File: config.mk
export PLATFORM = sky130hd
export DESIGN_NAME = txw_walker
export DESIGN_NICKNAME = d
export VERILOG_FILES = /design/src/rtl/txw_pkg.sv /design/src/rtl/txw_burst_meter.sv /design/src/rtl/txw_byte_pick.sv /design/src/rtl/txw_walker.sv
export SDC_FILE = /design/constraint.sdc
export NUM_CORES = 1
export LEC_CHECK = 0
export BUFFER_PORTS_ARGS = -buffer_cell sky130_fd_sc_hd__buf_4
export CAP_MARGIN = 10
export CORE_MARGIN = 2
export CORE_UTILIZATION = 45
export DETAILED_ROUTE_END_ITERATION = 8
export GPL_TIMING_DRIVEN = 0
export PLACE_DENSITY = 0.68
export REMOVE_ABC_BUFFERS = 1
export SYNTH_ARGS = -nofsm -noshare
export SYNTH_HDL_FRONTEND = slang
export SYNTH_SLANG_ARGS = --single-unit
File: constraint.sdc
create_clock -name clk -period 4 [get_ports clk]
set_input_delay 1.2 -clock clk [delete_from_list [all_inputs] [get_ports clk]]
set_output_delay 1.2 -clock clk [all_outputs]
set_load 0.02 [all_outputs]
File: src/rtl/txw_pkg.sv
package txw_pkg;
    localparam int TXW_AW = 32;
    localparam int TXW_DW = 32;
    localparam int TXW_BW = 8;
    localparam int TXW_LANES = TXW_DW / TXW_BW;

    // flag positions a neighbour (software, descriptor writer) decodes
    localparam int FLAG_EOL     = 0;
    localparam int FLAG_PKT_END = 3;
    localparam int FLAG_IRQ     = 4;
    localparam int CTX_DISABLE  = 15;

    typedef enum logic [2:0] {
        ST_IDLE,
        ST_FETCH,
        ST_READ,
        ST_SEND,
        ST_WBACK,
        ST_CTX_RD,
        ST_CTX_WR
    } txw_state_e;

    typedef struct packed {
        txw_state_e          st;
        logic                rd_wait;
        logic [1:0]          widx;
        logic                reload;
        logic                pkt_open;
        logic                eol;
        logic                irq;
        logic [TXW_AW-1:0]   dptr;
        logic [TXW_AW-1:0]   cptr;
        logic [TXW_AW-1:0]   nxt;
        logic [TXW_AW-1:0]   bptr;
        logic [TXW_DW-1:0]   flags;
        logic [TXW_AW-1:0]   after;
        logic [TXW_DW-1:0]   word;
        logic [TXW_DW-1:0]   cflags;
    } txw_regs_t;
endpackage

File: src/rtl/txw_burst_meter.sv
module txw_burst_meter #(
    parameter int BURST_BYTES = 2048
) (
    input  logic clk,
    input  logic rst_n,
    input  logic clr_i,
    input  logic inc_i,
    output logic near_full_o
);
    localparam int CW = $clog2(BURST_BYTES + 1);

    logic [CW-1:0] cnt_d, cnt_q;

    always_comb begin
        cnt_d = cnt_q;
        if (clr_i) begin
            cnt_d = '0;
        end else if (inc_i) begin
            cnt_d = cnt_q + CW'(1);
        end
    end

    always_ff @(posedge clk) begin
        if (!rst_n) begin
            cnt_q <= '0;
        end else begin
            cnt_q <= cnt_d;
        end
    end

    assign near_full_o = (cnt_q == CW'(BURST_BYTES - 1));

    // the burst window is closed by a descriptor re-read before it overruns
    assert_burst_cap_R6: assert property (@(posedge clk) disable iff (!rst_n)
        cnt_q <= CW'(BURST_BYTES));
endmodule

File: src/rtl/txw_byte_pick.sv
module txw_byte_pick
    import txw_pkg::*;
(
    input  logic [TXW_DW-1:0]            word_i,
    input  logic [$clog2(TXW_LANES)-1:0] lane_i,
    output logic [TXW_BW-1:0]            byte_o
);
    logic [TXW_BW-1:0] lanes [TXW_LANES];

    for (genvar i = 0; i < TXW_LANES; i++) begin : g_lane
        assign lanes[i] = word_i[i*TXW_BW +: TXW_BW];
    end

    assign byte_o = lanes[lane_i];
endmodule

File: src/rtl/txw_walker.sv
module txw_walker
    import txw_pkg::*;
#(
    parameter int BURST_BYTES = 2048
) (
    input  logic              clk,
    input  logic              rst_n,
    input  logic              start_i,
    input  logic [31:0]       desc_ptr_i,
    input  logic [31:0]       ctx_ptr_i,
    output logic              mem_req_o,
    output logic              mem_we_o,
    output logic [31:0]       mem_addr_o,
    output logic [31:0]       mem_wdata_o,
    input  logic              mem_gnt_i,
    input  logic              mem_rvalid_i,
    input  logic [31:0]       mem_rdata_i,
    output logic              tx_valid_o,
    input  logic              tx_ready_i,
    output logic [7:0]        tx_data_o,
    output logic              tx_last_o,
    output logic              tx_first_o,
    output logic [15:0]       tx_meta_o,
    output logic              irq_o,
    output logic              eol_o,
    output logic              busy_o,
    output logic [31:0]       buf_ptr_o,
    output logic [31:0]       cur_desc_o
);
    localparam int LW = $clog2(TXW_LANES);

    txw_regs_t s_d, s_q;

    logic              meter_clr, meter_inc, meter_near_full;
    logic [TXW_AW-1:0] bptr_inc;
    logic              at_end;
    logic [TXW_BW-1:0] cur_byte;

    assign bptr_inc = s_q.bptr + TXW_AW'(1);
    assign at_end   = (bptr_inc == s_q.after);

    txw_burst_meter #(.BURST_BYTES(BURST_BYTES)) u_meter (
        .clk         (clk),
        .rst_n       (rst_n),
        .clr_i       (meter_clr),
        .inc_i       (meter_inc),
        .near_full_o (meter_near_full)
    );

    txw_byte_pick u_pick (
        .word_i (s_q.word),
        .lane_i (s_q.bptr[LW-1:0]),
        .byte_o (cur_byte)
    );

    // memory port, driven from state only
    always_comb begin
        mem_req_o   = 1'b0;
        mem_we_o    = 1'b0;
        mem_addr_o  = '0;
        mem_wdata_o = '0;
        unique case (s_q.st)
            ST_FETCH: begin
                mem_req_o  = !s_q.rd_wait;
                mem_addr_o = s_q.dptr + {28'd0, s_q.widx, 2'b00};
            end
            ST_READ: begin
                mem_req_o  = !s_q.rd_wait;
                mem_addr_o = {s_q.bptr[TXW_AW-1:2], 2'b00};
            end
            ST_WBACK: begin
                mem_req_o   = 1'b1;
                mem_we_o    = 1'b1;
                mem_addr_o  = s_q.dptr + TXW_AW'(8);
                mem_wdata_o = s_q.flags;
            end
            ST_CTX_RD: begin
                mem_req_o  = !s_q.rd_wait;
                mem_addr_o = s_q.cptr + TXW_AW'(4);
            end
            ST_CTX_WR: begin
                mem_req_o   = 1'b1;
                mem_we_o    = 1'b1;
                mem_addr_o  = s_q.cptr + TXW_AW'(4);
                mem_wdata_o = s_q.cflags | (TXW_DW'(1) << CTX_DISABLE);
            end
            default: ;
        endcase
    end

    // next-state computation
    always_comb begin
        s_d       = s_q;
        s_d.irq   = 1'b0;
        meter_clr = 1'b0;
        meter_inc = 1'b0;

        unique case (s_q.st)
            ST_IDLE: begin
                if (start_i && !s_q.eol) begin
                    s_d.dptr     = desc_ptr_i;
                    s_d.cptr     = ctx_ptr_i;
                    s_d.widx     = 2'd0;
                    s_d.reload   = 1'b0;
                    s_d.pkt_open = 1'b1;
                    s_d.st       = ST_FETCH;
                    meter_clr    = 1'b1;
                end
            end
            ST_FETCH: begin
                if (!s_q.rd_wait) begin
                    if (mem_gnt_i) s_d.rd_wait = 1'b1;
                end else if (mem_rvalid_i) begin
                    s_d.rd_wait = 1'b0;
                    s_d.widx    = s_q.widx + 2'd1;
                    unique case (s_q.widx)
                        2'd0: s_d.nxt = mem_rdata_i;
                        2'd1: if (!s_q.reload) s_d.bptr = mem_rdata_i;
                        2'd2: s_d.flags = mem_rdata_i;
                        default: begin
                            s_d.after  = mem_rdata_i;
                            s_d.reload = 1'b0;
                            meter_clr  = 1'b1;
                            s_d.st     = (s_q.bptr == mem_rdata_i) ? ST_WBACK : ST_READ;
                        end
                    endcase
                end
            end
            ST_READ: begin
                if (!s_q.rd_wait) begin
                    if (mem_gnt_i) s_d.rd_wait = 1'b1;
                end else if (mem_rvalid_i) begin
                    s_d.rd_wait = 1'b0;
                    s_d.word    = mem_rdata_i;
                    s_d.st      = ST_SEND;
                end
            end
            ST_SEND: begin
                if (tx_ready_i) begin
                    meter_inc    = 1'b1;
                    s_d.bptr     = bptr_inc;
                    s_d.pkt_open = 1'b0;
                    if (at_end) begin
                        s_d.st = ST_WBACK;
                    end else if (meter_near_full) begin
                        s_d.reload = 1'b1;
                        s_d.widx   = 2'd0;
                        s_d.st     = ST_FETCH;
                    end else if (s_q.bptr[LW-1:0] == LW'(TXW_LANES - 1)) begin
                        s_d.st = ST_READ;
                    end
                end
            end
            ST_WBACK: begin
                if (mem_gnt_i) begin
                    s_d.irq = s_q.flags[FLAG_IRQ];
                    if (s_q.flags[FLAG_PKT_END]) s_d.pkt_open = 1'b1;
                    if (s_q.flags[FLAG_EOL]) begin
                        s_d.st = ST_CTX_RD;
                    end else begin
                        s_d.dptr = s_q.nxt;
                        s_d.widx = 2'd0;
                        s_d.st   = ST_FETCH;
                    end
                end
            end
            ST_CTX_RD: begin
                if (!s_q.rd_wait) begin
                    if (mem_gnt_i) s_d.rd_wait = 1'b1;
                end else if (mem_rvalid_i) begin
                    s_d.rd_wait = 1'b0;
                    s_d.cflags  = mem_rdata_i;
                    s_d.st      = ST_CTX_WR;
                end
            end
            ST_CTX_WR: begin
                if (mem_gnt_i) begin
                    s_d.eol = 1'b1;
                    s_d.st  = ST_IDLE;
                end
            end
            default: s_d.st = ST_IDLE;
        endcase
    end

    always_ff @(posedge clk) begin
        if (!rst_n) begin
            s_q    <= '0;
            s_q.st <= ST_IDLE;
        end else begin
            s_q <= s_d;
        end
    end

    assign tx_valid_o = (s_q.st == ST_SEND);
    assign tx_data_o  = cur_byte;
    assign tx_last_o  = tx_valid_o && s_q.flags[FLAG_PKT_END] && at_end;
    assign tx_first_o = tx_valid_o && s_q.pkt_open;
    assign tx_meta_o  = s_q.flags[31:16];
    assign irq_o      = s_q.irq;
    assign eol_o      = s_q.eol;
    assign busy_o     = (s_q.st != ST_IDLE);
    assign buf_ptr_o  = s_q.bptr;
    assign cur_desc_o = s_q.dptr;

    assert_tx_hold_R12: assert property (@(posedge clk) disable iff (!rst_n)
        tx_valid_o && !tx_ready_i |=> tx_valid_o && $stable(tx_data_o) && $stable(tx_last_o));

    assert_req_hold_R12: assert property (@(posedge clk) disable iff (!rst_n)
        mem_req_o && !mem_gnt_i |=> mem_req_o && $stable(mem_addr_o) && $stable(mem_we_o));

    assert_no_overlap_R3: assert property (@(posedge clk) disable iff (!rst_n)
        $onehot0({tx_valid_o, mem_req_o}));

    assert_irq_after_wb_R8: assert property (@(posedge clk) disable iff (!rst_n)
        irq_o |-> $past(mem_req_o && mem_we_o && mem_gnt_i));

    assert_eol_sticky_R11: assert property (@(posedge clk) disable iff (!rst_n)
        eol_o |=> eol_o);

    assert_last_closes_R4: assert property (@(posedge clk) disable iff (!rst_n)
        tx_valid_o && tx_ready_i && tx_last_o |=> !tx_valid_o);
endmodule

==> qor.csv <==
stage,metric,value,unit
finish,syn2layout_area_growth,28.2,%
detailed_routing,wl,69900,um
finish,drive_gt1_share,28.3,%
detailed_routing,final_antenna_net_count,0,
worst_setup_path,crit_path_top_delay_cell,or4_4,
place,post-place-cells,2730,
timing,slew_headroom,12.6,%
power,pwr-share-clk,35.4,%
worst_setup_path,cp_max_fo,6,
worst_setup_path,cp_top_family,simple AND/OR/NAND/NOR gates,
worst_setup_path,critPathRequiredTime,2.80,ns
worst_setup_path,worstSetupEndpointType,output port,
floorplanning,start_util,45.4,%
outcome,status,"finished, violations left",
clocking,clk_pin_slew,0.06,ns
power,leakagePower,7.98,nW
detailed_routing,firstDrtPassIters,6,
yosys,syn_inst,2264,
power,pwr-share-seq,38.5,%
yosys,synth_enable_flop_cells,0,
finish,fillers,3281,
yosys,synth_cell_types,83,
yosys,async_flop_share,0,%
yosys,synth_seq_cells,277,
yosys,avgSynthCellArea,7.29,sq um
finish,antennaDiodeCount,0,
timing,slew_violations,0,
timing,max_slew.worst_pin.slew,1.31,ns
yosys,synth_top_area_share,33.6,%
power,swShare,34.5,%
min_path,hold_class,flip-flop to flip-flop,
grt,grt_pass1_vias,16900,
finish,instances_no_fill,2924,
clocking,htreeDepth,1,
worst_setup_path,critical_path_class,flip-flop to output port,
outcome,violations,negative setup slack,
power,p_per_area,411,nW/um^2
worst_setup_path,critPathMaxStageDelay,0.60,ns
timing,period_share,111,%
floorplanning,dieArea,38200,sq um
yosys,synth.area.top_cells,"dfxtp_1 (34%), nand2_1 (12%), a21oi_1 (8.0%), xnor2_1 (4.4%), clkbuf_1 (4.1%)",
power,p_switching,3.00,mW
clocking,cts_tree,built,
timing,setup_violations,3,
place,portBuffers,261,
place,dp_hpwl,46300,um
finish,final_nets,2547,
worst_setup_path,start_kind,flip-flop,
detailed_routing,via_per_inst,6.18,
floorplanning,rows,70,
yosys,synth_ff_type,dfxtp_1,
timing,hold_violations,0,
timing,finalCriticalPeriod,4.43,ns
clocking,hold_buffers,0,
detailed_routing,vias,18100,
timing,fmax,0.226,GHz
power,p_int,5.69,mW
worst_setup_path,cp_cell_sequence,"buf_12, nand2_2, or4_4, o21a_1, o21ai_2, nor3b_4, nand4b_1, nor4_4, and2_4, buf_6",
grt,antenna_found_initial,2,
yosys,seq_area_frac_synth,33.6,%
place,place.gp.congestion,0.963,
timing,finClkSkew,0.0132,ns
detailed_routing,remaining_drc_errors,0,
grt,grt_start_max_net_pins,167,
worst_setup_path,crit_buf_inv,2,
floorplanning,fp.dieW,196,um
power,combPwrFrac,26.1,%
run,cap_violations,0,
timing,rsz0062_at_grt,yes,
floorplanning,core,36300,sq um
yosys,ys_warn_count,0,
worst_setup_path,cp.arrival,3.23,ns
grt,grt_pass1_wl,103000,um
grt,grt_remaining_overflow,0,
floorplanning,die_h,196,um
timing,tns,-0.539,ns
clocking,clockBufferDepth,3,
floorplanning,num_io_pins,262,
detailed_routing,wl_per_cell,23.9,um
power,vdd_ir_drop_max,0.378,mV
detailed_routing,drtIter0Drc,1839,
clocking,cts.sinks,277,
clocking,numCtsBuffers,31,
grt,track_usage,35.0,%
timing,layout_setup_ws,-0.432,ns
yosys,synth_top_area_cell,dfxtp_1,
yosys,syn-cell-area,16500,sq um
clocking,insertion_delay,0.60,ns
clocking,root_buffer,clkbuf_16,
-- state kept, by name (all words and copies together), names as in the netlist --
name,flops
buf_ptr_o,32
cur_desc_o,32
eol_o,1
irq_o,1
s_q,183
tx_meta_o,16
u_meter.cnt_q,12
-- worst reg2reg max path, cell delays in order, from the launching register on --
cell	delay, ns
dfxtp_1	0.38
and2_1	1.02
a32o_1	0.34
and3_1	1.02
o21ai_0	0.28
a221oi_1	0.37
-- path summary, 6_finish.rpt --
path | startpoint | endpoint | slack, ns | depth (start not counted)
setup / recovery | buf_ptr_o[14]$_SDFFE_PN0P_ | tx_last_o | -0.43 | 10
hold / removal | s_q[259]$_SDFFE_PN0P_ | s_q[259]$_SDFFE_PN0P_ | 0.45 | 2
setup reg to reg | s_q[262]$_SDFFE_PN0P_ | buf_ptr_o[2]$_SDFFE_PN0P_ | 0.47 | 5
hold reg to reg | s_q[259]$_SDFFE_PN0P_ | s_q[259]$_SDFFE_PN0P_ | 0.45 | 2
-- cells by family after synthesis --
kind of cell	synth area share, %
compound gates	21.6
xor+xnor	7.03
fa+ha+maj	0.879
buf+inv	9.25
flops	33.6
mux	1.54
simple gates	26.1
-- Yosys cell counts (9+ instances only) --
cell and n:
a21boi_0 23, a21oi_1 264, a221oi_1 9, a22o_1 33
a22oi_1 22, a311oi_1 31, a31oi_1 15, and2_1 11
and3_1 30, and4_1 14, buf_2 14, buf_4 88
clkbuf_1 182, dfxtp_1 277, ha_1 10, inv_1 20
nand2_1 518, nand3_1 89, nand4_1 42, nor2_1 146
nor3_1 34, nor4_1 18, o211a_1 10, o21ai_0 62
o22ai_1 19, or3_1 10, xnor2_1 83, xor2_1 47
-- per-stage QoR --
step	hold slack [ns]	utilization, %	cell area, sq um	total power [mW]	worst slack [ns]
finish	0.449	58.2	21200	8.69	-0.432
global route	0.468	58.2	21200	8.98	-0.510
CTS	0.453	56.6	20600	8.52	-0.434
detailed placement	0.444	49.7	18100	5.31	-1.71
global placement	0.438	48.4	17600	5.23	-8.80
floorplan	0.426	-	15100	4.35	-3.96
-- layer usage --
metal | share of wire, % | global-route usage [%] | vias to the layer above | routed length, um
met5 | 0.019 | 0 | - | 13
met2 | 44 | 55.1 | 1085 | 31100
met1 | 38 | 44.5 | 8599 | 26900
met4 | 6.0 | 19.0 | 2 | 4200
met3 | 11 | 8.12 | 223 | 7720
li1 | - | - | 8147 | -
-- area by class of cell --
| type | count | area (sq um) | share of cell area (%) |
|---|---|---|---|
| Clock inverter | 16 | 235 | 1.11 |
| Clock buffer | 39 | 846 | 4.00 |
| Inverter | 22 | 97.6 | 0.461 |
| Timing Repair inverter | 1 | 5.00 | 0.0237 |
| Timing Repair Buffer | 426 | 3510 | 16.6 |
| Multi-Input combinational cell | 1675 | 10100 | 47.9 |
| Sequential cell | 277 | 5750 | 27.2 |
| Tap cell | 468 | 586 | 2.77 |
-- placed cells by master (no fill, tap or decap), types with 28 or more instances in the layout --
| cell | synthesis | layout |
|---|---|---|
| nand2_1 | 518 | 509 |
| buf_4 | 88 | 384 |
| a21oi_1 | 264 | 261 |
| dfxtp_1 | 277 | 210 |
| nor2_1 | 146 | 123 |
| xnor2_1 | 83 | 79 |
| nand3_1 | 89 | 79 |
| o21ai_0 | 62 | 53 |
| dfxtp_4 | 0 | 50 |
| xor2_1 | 47 | 46 |
| nand4_1 | 42 | 42 |
| a22o_1 | 33 | 33 |
| a311oi_1 | 31 | 31 |
| clkbuf_16 | 0 | 31 |
| buf_6 | 1 | 28 |
-- power by group through the flow --
| stage | sequential (mW) | combinational [mW] | clock [mW] |
|---|---|---|---|
| 6_report | 3.35 | 2.26 | 3.08 |
| 2_1_floorplan | 3.35 | 1.01 | 0 |
| 5_1_grt | 3.37 | 2.40 | 3.22 |
| 3_3_place_gp | 3.37 | 1.86 | 0 |
| 3_5_place_dp | 3.39 | 1.92 | 0 |
| 4_1_cts | 3.32 | 2.10 | 3.11 |
-- repair_timing --
item                       in CTS  in global routing
pin swaps                      36                 47
setup buffers                 102                 36
resized for setup             210                 72
gates cloned                    1                  0
setup endpoints to repair     105                 36
No activity file was read; power rests on OpenSTA's default activity.
